[config.mk]
export PLATFORM = sky130hd
export DESIGN_NAME = gate_sched_supervisor
export DESIGN_NICKNAME = d
export VERILOG_FILES = /design/src/rtl/gss_pkg.sv /design/src/rtl/gss_evt_latch.sv /design/src/rtl/gss_align.sv /design/src/rtl/gate_sched_supervisor.sv
export SDC_FILE = /design/constraint.sdc
export NUM_CORES = 2
export LEC_CHECK = 0
export BUFFER_PORTS_ARGS = -buffer_cell sky130_fd_sc_hd__buf_2
export CAP_MARGIN = 25
export CORE_UTILIZATION = 35
export DETAILED_ROUTE_END_ITERATION = 10
export PLACE_DENSITY_LB_ADDON = 0.12
export SETUP_SLACK_MARGIN = 0.2
export SLEW_MARGIN = 10
export SYNTH_ARGS = -nofsm -noshare
export SYNTH_HDL_FRONTEND = slang
export SYNTH_SLANG_ARGS = --single-unit
[constraint.sdc]
create_clock -name clk -period 13.7 [get_ports clk]
set_input_delay 2.74 -clock clk [delete_from_list [all_inputs] [get_ports clk]]
set_output_delay 2.74 -clock clk [all_outputs]
set_load 0.02 [all_outputs]
[src/rtl/gss_pkg.sv]
package gss_pkg;

    typedef enum logic [1:0] {
        MODE_DISABLED = 2'd0,
        MODE_ARMED    = 2'd1,
        MODE_RUNNING  = 2'd2
    } mode_e;

    typedef enum logic [1:0] {
        OP_NONE = 2'd0,
        OP_STEP = 2'd1,
        OP_RATE = 2'd2
    } op_e;

    typedef enum logic [1:0] {
        PH_IDLE  = 2'd0,
        PH_ALIGN = 2'd1,
        PH_ISSUE = 2'd2
    } phase_e;

    localparam int CMD_W     = 32;
    localparam int VALID_BIT = 31;
    localparam int START_BIT = 30;
    localparam int STOP_BIT  = 29;

    function automatic logic [CMD_W-1:0] make_cmd(input logic go);
        logic [CMD_W-1:0] w;
        w            = '0;
        w[VALID_BIT] = 1'b1;
        if (go) w[START_BIT] = 1'b1;
        else    w[STOP_BIT]  = 1'b1;
        return w;
    endfunction

endpackage

[src/rtl/gss_evt_latch.sv]
module gss_evt_latch
    import gss_pkg::*;
(
    input  logic clk,
    input  logic rst_n,
    input  logic step_i,
    input  logic rate_i,
    input  logic running_i,
    input  logic consume_i,
    output logic pend_o,
    output op_e  op_o
);

    typedef struct packed {
        logic pend;
        op_e  op;
    } latch_t;

    latch_t q, d;
    logic   accept;

    always_comb begin
        d      = q;
        accept = step_i || (rate_i && !running_i);
        if (accept) begin
            d.pend = 1'b1;
            if (step_i)
                d.op = OP_STEP;
            else if (q.pend && !consume_i && q.op == OP_STEP)
                d.op = OP_STEP;
            else
                d.op = OP_RATE;
        end else if (consume_i) begin
            d.pend = 1'b0;
        end
    end

    always_ff @(posedge clk or negedge rst_n) begin
        if (!rst_n) begin
            q.pend <= 1'b0;
            q.op   <= OP_NONE;
        end else begin
            q <= d;
        end
    end

    assign pend_o = q.pend;
    assign op_o   = q.op;

    // a rate pulse seen while running, with nothing pending, stays dropped
    a_r3_rate_dropped: assert property (@(posedge clk) disable iff (!rst_n)
        (running_i && rate_i && !step_i && !q.pend) |=> !q.pend);

    // a step always lands as the held operation
    a_r2_step_wins: assert property (@(posedge clk) disable iff (!rst_n)
        step_i |=> (q.op == OP_STEP && q.pend));

endmodule

[src/rtl/gss_align.sv]
module gss_align #(
    parameter int          TW         = 64,
    parameter int unsigned NS_PER_SEC = 1_000_000_000,
    parameter int unsigned DELTA_NS   = 200
) (
    input  logic          clk,
    input  logic          rst_n,
    input  logic          go_i,
    input  logic [TW-1:0] base_i,
    input  logic [TW-1:0] cycle_i,
    input  logic [TW-1:0] now_i,
    output logic          done_o,
    output logic [TW-1:0] res_o
);

    localparam int          CW     = $clog2(TW + 1);
    localparam logic [TW-1:0] SEC_L   = TW'(NS_PER_SEC);
    localparam logic [TW-1:0] DELTA_L = TW'(DELTA_NS);
    localparam logic [CW-1:0] CNT_INIT = CW'(TW);

    typedef struct packed {
        logic          busy;
        logic [CW-1:0] cnt;
        logic [TW-1:0] dvd;
        logic [TW-1:0] dvs;
        logic [TW-1:0] rem;
        logic [TW-1:0] tgt;
        logic          done;
        logic [TW-1:0] res;
    } align_t;

    align_t        q, d;
    logic [TW-1:0] tgt_c;
    logic [TW:0]   trial;
    logic [TW:0]   rem_w;
    logic [TW-1:0] pad;

    always_comb begin
        d      = q;
        d.done = 1'b0;
        tgt_c  = now_i + SEC_L;
        trial  = {q.rem, q.dvd[TW-1]};
        rem_w  = (trial >= {1'b0, q.dvs}) ? (trial - {1'b0, q.dvs}) : trial;
        pad    = (rem_w[TW-1:0] == '0) ? '0 : (q.dvs - rem_w[TW-1:0]);
        if (go_i && !q.busy) begin
            d.tgt = tgt_c;
            if ($signed(base_i) >= $signed(tgt_c)) begin
                d.res  = base_i - DELTA_L;
                d.done = 1'b1;
            end else begin
                d.busy = 1'b1;
                d.cnt  = CNT_INIT;
                d.dvd  = tgt_c - base_i;
                d.dvs  = cycle_i;
                d.rem  = '0;
            end
        end else if (q.busy) begin
            d.rem = rem_w[TW-1:0];
            d.dvd = {q.dvd[TW-2:0], 1'b0};
            d.cnt = q.cnt - 1'b1;
            if (q.cnt == CW'(1)) begin
                d.busy = 1'b0;
                d.done = 1'b1;
                d.res  = q.tgt + pad - DELTA_L;
            end
        end
    end

    always_ff @(posedge clk or negedge rst_n) begin
        if (!rst_n) q <= '0;
        else        q <= d;
    end

    assign done_o = q.done;
    assign res_o  = q.res;

    // the computed instant plus one delta is never before now + 1 s
    a_r5_not_early: assert property (@(posedge clk) disable iff (!rst_n)
        q.done |-> ($signed(q.res + DELTA_L) >= $signed(q.tgt)));

    // the partial remainder always stays below the divisor
    a_r5_rem_bound: assert property (@(posedge clk) disable iff (!rst_n)
        (q.busy && q.dvs != '0) |-> (q.rem < q.dvs));

endmodule

[src/rtl/gate_sched_supervisor.sv]
module gate_sched_supervisor
    import gss_pkg::*;
#(
    parameter int          TW         = 64,
    parameter int unsigned NS_PER_SEC = 1_000_000_000,
    parameter int unsigned DELTA_NS   = 200
) (
    input  logic          clk,
    input  logic          rst_n,
    input  logic          step_evt_i,
    input  logic          rate_evt_i,
    input  logic [TW-1:0] now_i,
    input  logic [TW-1:0] base_i,
    input  logic [TW-1:0] cycle_i,
    input  logic          sts_start_i,
    input  logic          sts_stop_i,
    output logic [1:0]    mode_o,
    output logic [1:0]    last_op_o,
    output logic [TW-1:0] corr_period_o,
    output logic          corr_we_o,
    output logic [TW-1:0] start_time_o,
    output logic          start_we_o,
    output logic [31:0]   cmd_o,
    output logic          cmd_we_o,
    output logic          err_no_status_o,
    output logic          err_stopped_o
);

    typedef struct packed {
        phase_e           ph;
        mode_e            mode;
        logic [TW-1:0]    corr;
        logic             corr_we;
        logic [TW-1:0]    start;
        logic             start_we;
        logic [CMD_W-1:0] cmd;
        logic             cmd_we;
        logic             err_ns;
        logic             err_us;
    } sup_t;

    sup_t          q, d;
    logic          pend;
    op_e           op;
    logic          consume;
    logic          align_go;
    logic          al_done;
    logic [TW-1:0] al_res;

    gss_evt_latch u_latch (
        .clk       (clk),
        .rst_n     (rst_n),
        .step_i    (step_evt_i),
        .rate_i    (rate_evt_i),
        .running_i (q.mode == MODE_RUNNING),
        .consume_i (consume),
        .pend_o    (pend),
        .op_o      (op)
    );

    gss_align #(
        .TW         (TW),
        .NS_PER_SEC (NS_PER_SEC),
        .DELTA_NS   (DELTA_NS)
    ) u_align (
        .clk     (clk),
        .rst_n   (rst_n),
        .go_i    (align_go),
        .base_i  (base_i),
        .cycle_i (cycle_i),
        .now_i   (now_i),
        .done_o  (al_done),
        .res_o   (al_res)
    );

    always_comb begin
        d          = q;
        d.corr_we  = 1'b0;
        d.start_we = 1'b0;
        d.cmd_we   = 1'b0;
        d.err_ns   = 1'b0;
        d.err_us   = 1'b0;
        consume    = 1'b0;
        align_go   = 1'b0;
        unique case (q.ph)
            PH_IDLE: begin
                if (pend) begin
                    consume = 1'b1;
                    unique case (q.mode)
                        MODE_DISABLED: begin
                            if (op == OP_RATE) begin
                                d.corr    = cycle_i;
                                d.corr_we = 1'b1;
                                align_go  = 1'b1;
                                d.ph      = PH_ALIGN;
                            end
                        end
                        MODE_ARMED: begin
                            if (op != OP_RATE) begin
                                d.cmd    = make_cmd(1'b0);
                                d.cmd_we = 1'b1;
                                d.mode   = MODE_DISABLED;
                            end else if (!($signed(now_i) < $signed(q.start))) begin
                                if (sts_start_i)     d.mode   = MODE_RUNNING;
                                else if (sts_stop_i) d.mode   = MODE_DISABLED;
                                else                 d.err_ns = 1'b1;
                            end
                        end
                        MODE_RUNNING: begin
                            if (op != OP_RATE) begin
                                d.cmd    = make_cmd(1'b0);
                                d.cmd_we = 1'b1;
                                d.mode   = MODE_DISABLED;
                            end else if (!sts_start_i) begin
                                d.err_us = 1'b1;
                                if (sts_stop_i) d.mode   = MODE_DISABLED;
                                else            d.err_ns = 1'b1;
                            end
                        end
                        default: d.mode = MODE_DISABLED;
                    endcase
                end
            end
            PH_ALIGN: begin
                if (al_done) begin
                    d.start    = al_res;
                    d.start_we = 1'b1;
                    d.ph       = PH_ISSUE;
                end
            end
            PH_ISSUE: begin
                d.cmd    = make_cmd(1'b1);
                d.cmd_we = 1'b1;
                d.mode   = MODE_ARMED;
                d.ph     = PH_IDLE;
            end
            default: d.ph = PH_IDLE;
        endcase
    end

    always_ff @(posedge clk or negedge rst_n) begin
        if (!rst_n) begin
            q.ph       <= PH_IDLE;
            q.mode     <= MODE_DISABLED;
            q.corr     <= '0;
            q.corr_we  <= 1'b0;
            q.start    <= '0;
            q.start_we <= 1'b0;
            q.cmd      <= '0;
            q.cmd_we   <= 1'b0;
            q.err_ns   <= 1'b0;
            q.err_us   <= 1'b0;
        end else begin
            q <= d;
        end
    end

    assign mode_o          = q.mode;
    assign last_op_o       = op;
    assign corr_period_o   = q.corr;
    assign corr_we_o       = q.corr_we;
    assign start_time_o    = q.start;
    assign start_we_o      = q.start_we;
    assign cmd_o           = q.cmd;
    assign cmd_we_o        = q.cmd_we;
    assign err_no_status_o = q.err_ns;
    assign err_stopped_o   = q.err_us;

    // register writes never overlap
    a_r4_one_write: assert property (@(posedge clk) disable iff (!rst_n)
        $onehot0({corr_we_o, start_we_o, cmd_we_o}));

    // arming always follows a start-time write one cycle earlier
    a_r6_arm_after_stamp: assert property (@(posedge clk) disable iff (!rst_n)
        $rose(mode_o == MODE_ARMED) |-> $past(start_we_o));

    // a stop command leaves the block disabled
    a_r7_stop_disables: assert property (@(posedge clk) disable iff (!rst_n)
        (cmd_we_o && cmd_o[STOP_BIT]) |-> (mode_o == MODE_DISABLED));

    // running is only entered from the armed mode
    a_r9_run_from_armed: assert property (@(posedge clk) disable iff (!rst_n)
        $rose(mode_o == MODE_RUNNING) |-> ($past(mode_o) == MODE_ARMED));

endmodule

==> impl_metrics.env <==
export IMPL_post_dp_cell_area_um2=44500
export IMPL_path_clk_slew_ps=60
export IMPL_synthXorXnorAreaFrac_pct=7.47
export IMPL_clock_sinks=501
export IMPL_final_nets=6011
export IMPL_totalWireLength_um=147000
export IMPL_rsz0062_at_grt="false"
export IMPL_post_cts_buffers=0
export IMPL_drive_above_1_share_pct=11.8
export IMPL_synth_area_top_cells="dfrtp_1 30%, ha_1 12%, nand2_1 6.6%, o21ai_0 5.4%, xnor2_1 5.1%"
export IMPL_setup_tns_final_ps=0
export IMPL_dieArea_um2=122000
export IMPL_yosys_warnings=0
export IMPL_crit_fanout=58
export IMPL_antenna_found_initial=3
export IMPL_grt_pass1_vias=36286
export IMPL_slowest_delay_ps=800
export IMPL_hold_depth=1
export IMPL_synth_edf_count=0
export IMPL_hold_start="u_align.done_o"
export IMPL_routedWlPerCell_um=20.8
export IMPL_cpMaxStageDelayCell="nor4_1"
export IMPL_multi_input_area_um2=25700
export IMPL_ys_flop_type="dfrtp_1"
export IMPL_port_buffers=366
export IMPL_tightest_slew_ps=1050
export IMPL_timing_max_cap_violations=0
export IMPL_core_area_um2=120000
export IMPL_reg2reg_to="u_align.res_o[63]"
export IMPL_place_congestion=0.917
export IMPL_synth_area_per_cell_um2=8.02
export IMPL_status="complete, no violations"
export IMPL_synth_compound_area_share_pct=21.2
export IMPL_grt_max_degree=93
export IMPL_die_h_um=350
export IMPL_rr_startpoint="u_align.q[216]"
export IMPL_stdcell_area_um2=46800
export IMPL_dp_hpwl_um=114000
export IMPL_synthMuxAreaShare_pct=0.931
export IMPL_ant_nets=0
export IMPL_setup_viol=0
export IMPL_cts_resized_gates=0
export IMPL_cp_end_kind="register"
export IMPL_grt_pass1_wl_um=222000
export IMPL_cts_tree="yes"
export IMPL_worst_slack_ps=1400
export IMPL_area_delta_synth_final_pct=10.6
export IMPL_cts_buffer_depth=3
export IMPL_final_hold_viol_count=0
export IMPL_clkLatencyLatePin_ps=660
export IMPL_start_util_pct=35.3
export IMPL_layout_area_seq_um2=12500
export IMPL_synth_top_family_by_area="compound AO/OA/AOI/OAI gates"
export IMPL_detail_route_iter0_violations=2836
export IMPL_seq_area_frac_synth_pct=29.6
export IMPL_rr_worst_depth=44
export IMPL_vias=37077
export IMPL_synthAdderAreaFrac_pct=13.3
export IMPL_grt_overflow_total=0
export IMPL_synth_top_area_share_pct=29.6
export IMPL_yosysTopAreaCell="dfrtp_1"
export IMPL_num_io_pins=367
export IMPL_rows=127
export IMPL_cts_root_buf="clkbuf_16"
export IMPL_htree_levels=3
export IMPL_start_kind="register"
export IMPL_cts_hold_fix_buffers=0
export IMPL_ys_ff_latch=501
export IMPL_fill_cells=12632
export IMPL_rrSetupSlack_ps=1400
export IMPL_min_to="q[167]"
export IMPL_netlist_area_um2=42300
export IMPL_slew_headroom_pct=28.8
export IMPL_track_usage_pct=23.6
export IMPL_min_period_over_period_pct=89.8
export IMPL_async_flop_share_pct=100
export IMPL_drc=0
export IMPL_hold_class="reg -> reg"
export IMPL_synthesis_nets=5895
export IMPL_ys_types=112
export IMPL_fin_skew_ps=24.4
export IMPL_die_w_um=350
export IMPL_min_period_ps=12300
export IMPL_synthSimpleGateAreaFrac_pct=17.7
export IMPL_place_ws_ps=1640
export IMPL_firstDrtPassIters=6
export IMPL_antennaDiodeCount=0
export IMPL_cp_required_ps=14180
export IMPL_netlist_instances=5275
export IMPL_cp_arrival_ps=12780
export IMPL_cts_made_buffers=68
export IMPL_slew_viol_final=0
export IMPL_fmax_ghz=0.0813
export IMPL_crit_type="reg -> reg"
export IMPL_vias_per_cell=5.25
==> sequential cells by signal (all words and copies together), names as in the netlist <==
name	cells
u_align.q	264
corr_period_o	64
start_time_o	64
u_align.res_o	64
cmd_o	32
mode_o	2
q	2
u_latch.op_o	2
cmd_we_o	1
corr_we_o	1
err_no_status_o	1
err_stopped_o	1
start_we_o	1
u_align.done_o	1
u_latch.pend_o	1
==> synth_stat cells (16+ instances only) <==
cell type,count
nand2_1,747
o21ai_1,26
nor3_1,48
or3_1,19
a31oi_1,34
xnor2_1,245
a31o_2,42
nor2_1,273
buf_4,166
o21ai_0,458
o211ai_1,19
nand2b_1,58
o221ai_1,53
xor2_1,114
dfrtp_1,501
ha_1,418
buf_2,16
maj3_1,31
nand4_1,85
and3_1,46
o31ai_1,17
nand3_1,114
a211oi_1,22
and2_1,28
a221o_1,28
clkbuf_1,165
mux2i_1,29
a21oi_1,330
nor2b_1,93
inv_1,535
a21o_1,160
o21bai_1,50
a22oi_1,38
nor4_1,25
==> worst max-delay path by stage <==
stage / depth (start not counted) / start / slack (ps) / end
global route: 43 / u_align.q[203] / 940 / u_align.res_o[63]
finish: 44 / u_align.q[216] / 1400 / u_align.res_o[63]
global placement: 44 / u_align.q[215] / 1730 / u_align.res_o[63]
floorplan: 45 / u_align.q[196] / 4010 / u_align.res_o[63]
detailed placement: 43 / u_align.q[203] / 1640 / u_align.res_o[63]
CTS: 43 / u_align.q[203] / 1620 / u_align.res_o[63]
==> routing by layer <==
layer | GRT usage (%) | vias up | wire length, um
li1 | - | 18276 | -
met1 | 33.9 | 17740 | 71400
met2 | 37.7 | 906 | 65900
met3 | 2.68 | 151 | 7030
met4 | 5.40 | 4 | 2690
met5 | 0 | - | 25
==> per-stage QoR <==
step,hold slack (ps),utilization [%],instances
after floorplan,437,-,5275
after global placement,454,37.1,6930
after detailed placement,457,37.1,6931
after CTS,465,39.0,7054
after global routing,482,39.0,7056
final,462,39.0,7056
==> worst max-delay path, delay by kind of cell, from the launching register on <==
family                     cells  cell delay (ps)
xor gates and xnor gates       2              290
AOI/OAI and AO/OA             18             4300
DFF                            1              430
buffers and inverters          5             1060
adders and majority gates      3              920
muxes                          1              720
and+or+nand+nor               15             4280
==> layout by cell type, fill, tap and decap left out, types with 25 or more instances in the layout <==
cell type    n
nand2_1    745
inv_1      534
dfrtp_1    500
o21ai_0    458
ha_1       418
buf_2      365
a21oi_1    329
nor2_1     268
xnor2_1    245
a21o_1     160
nand3_1    114
xor2_1     114
nor2b_1     93
nand4_1     85
clkbuf_16   70
nand2b_1    58
o221ai_1    53
o21bai_1    50
nor3_1      48
and3_1      46
buf_4       43
a31o_2      42
a22oi_1     38
a31oi_1     34
maj3_1      31
mux2i_1     29
and2_1      28
a221o_1     28
o21ai_1     26
nor4_1      25
==> cells by family (layout without fill, tap and decap cells) <==
group,after synthesis,count (layout)
simple gates,1611,1611
compound gates,1411,1411
buf+inv,901,1070
flops,501,501
fa+ha+maj,455,455
xor+xnor,360,360
mux,36,36
==> cell type report <==
type,instances,area share [%]
inverters,536,4.30
clock buffers,92,4.15
flip-flops and latches,501,26.8
multi-input cells,3873,55.0
clock inverters,31,0.719
repair buffers,411,4.74
well taps,1612,4.31
Power is left out: the tool's default activity adds up to more than one toggle a clock period on the data nets, which glitch-free logic cannot reach.
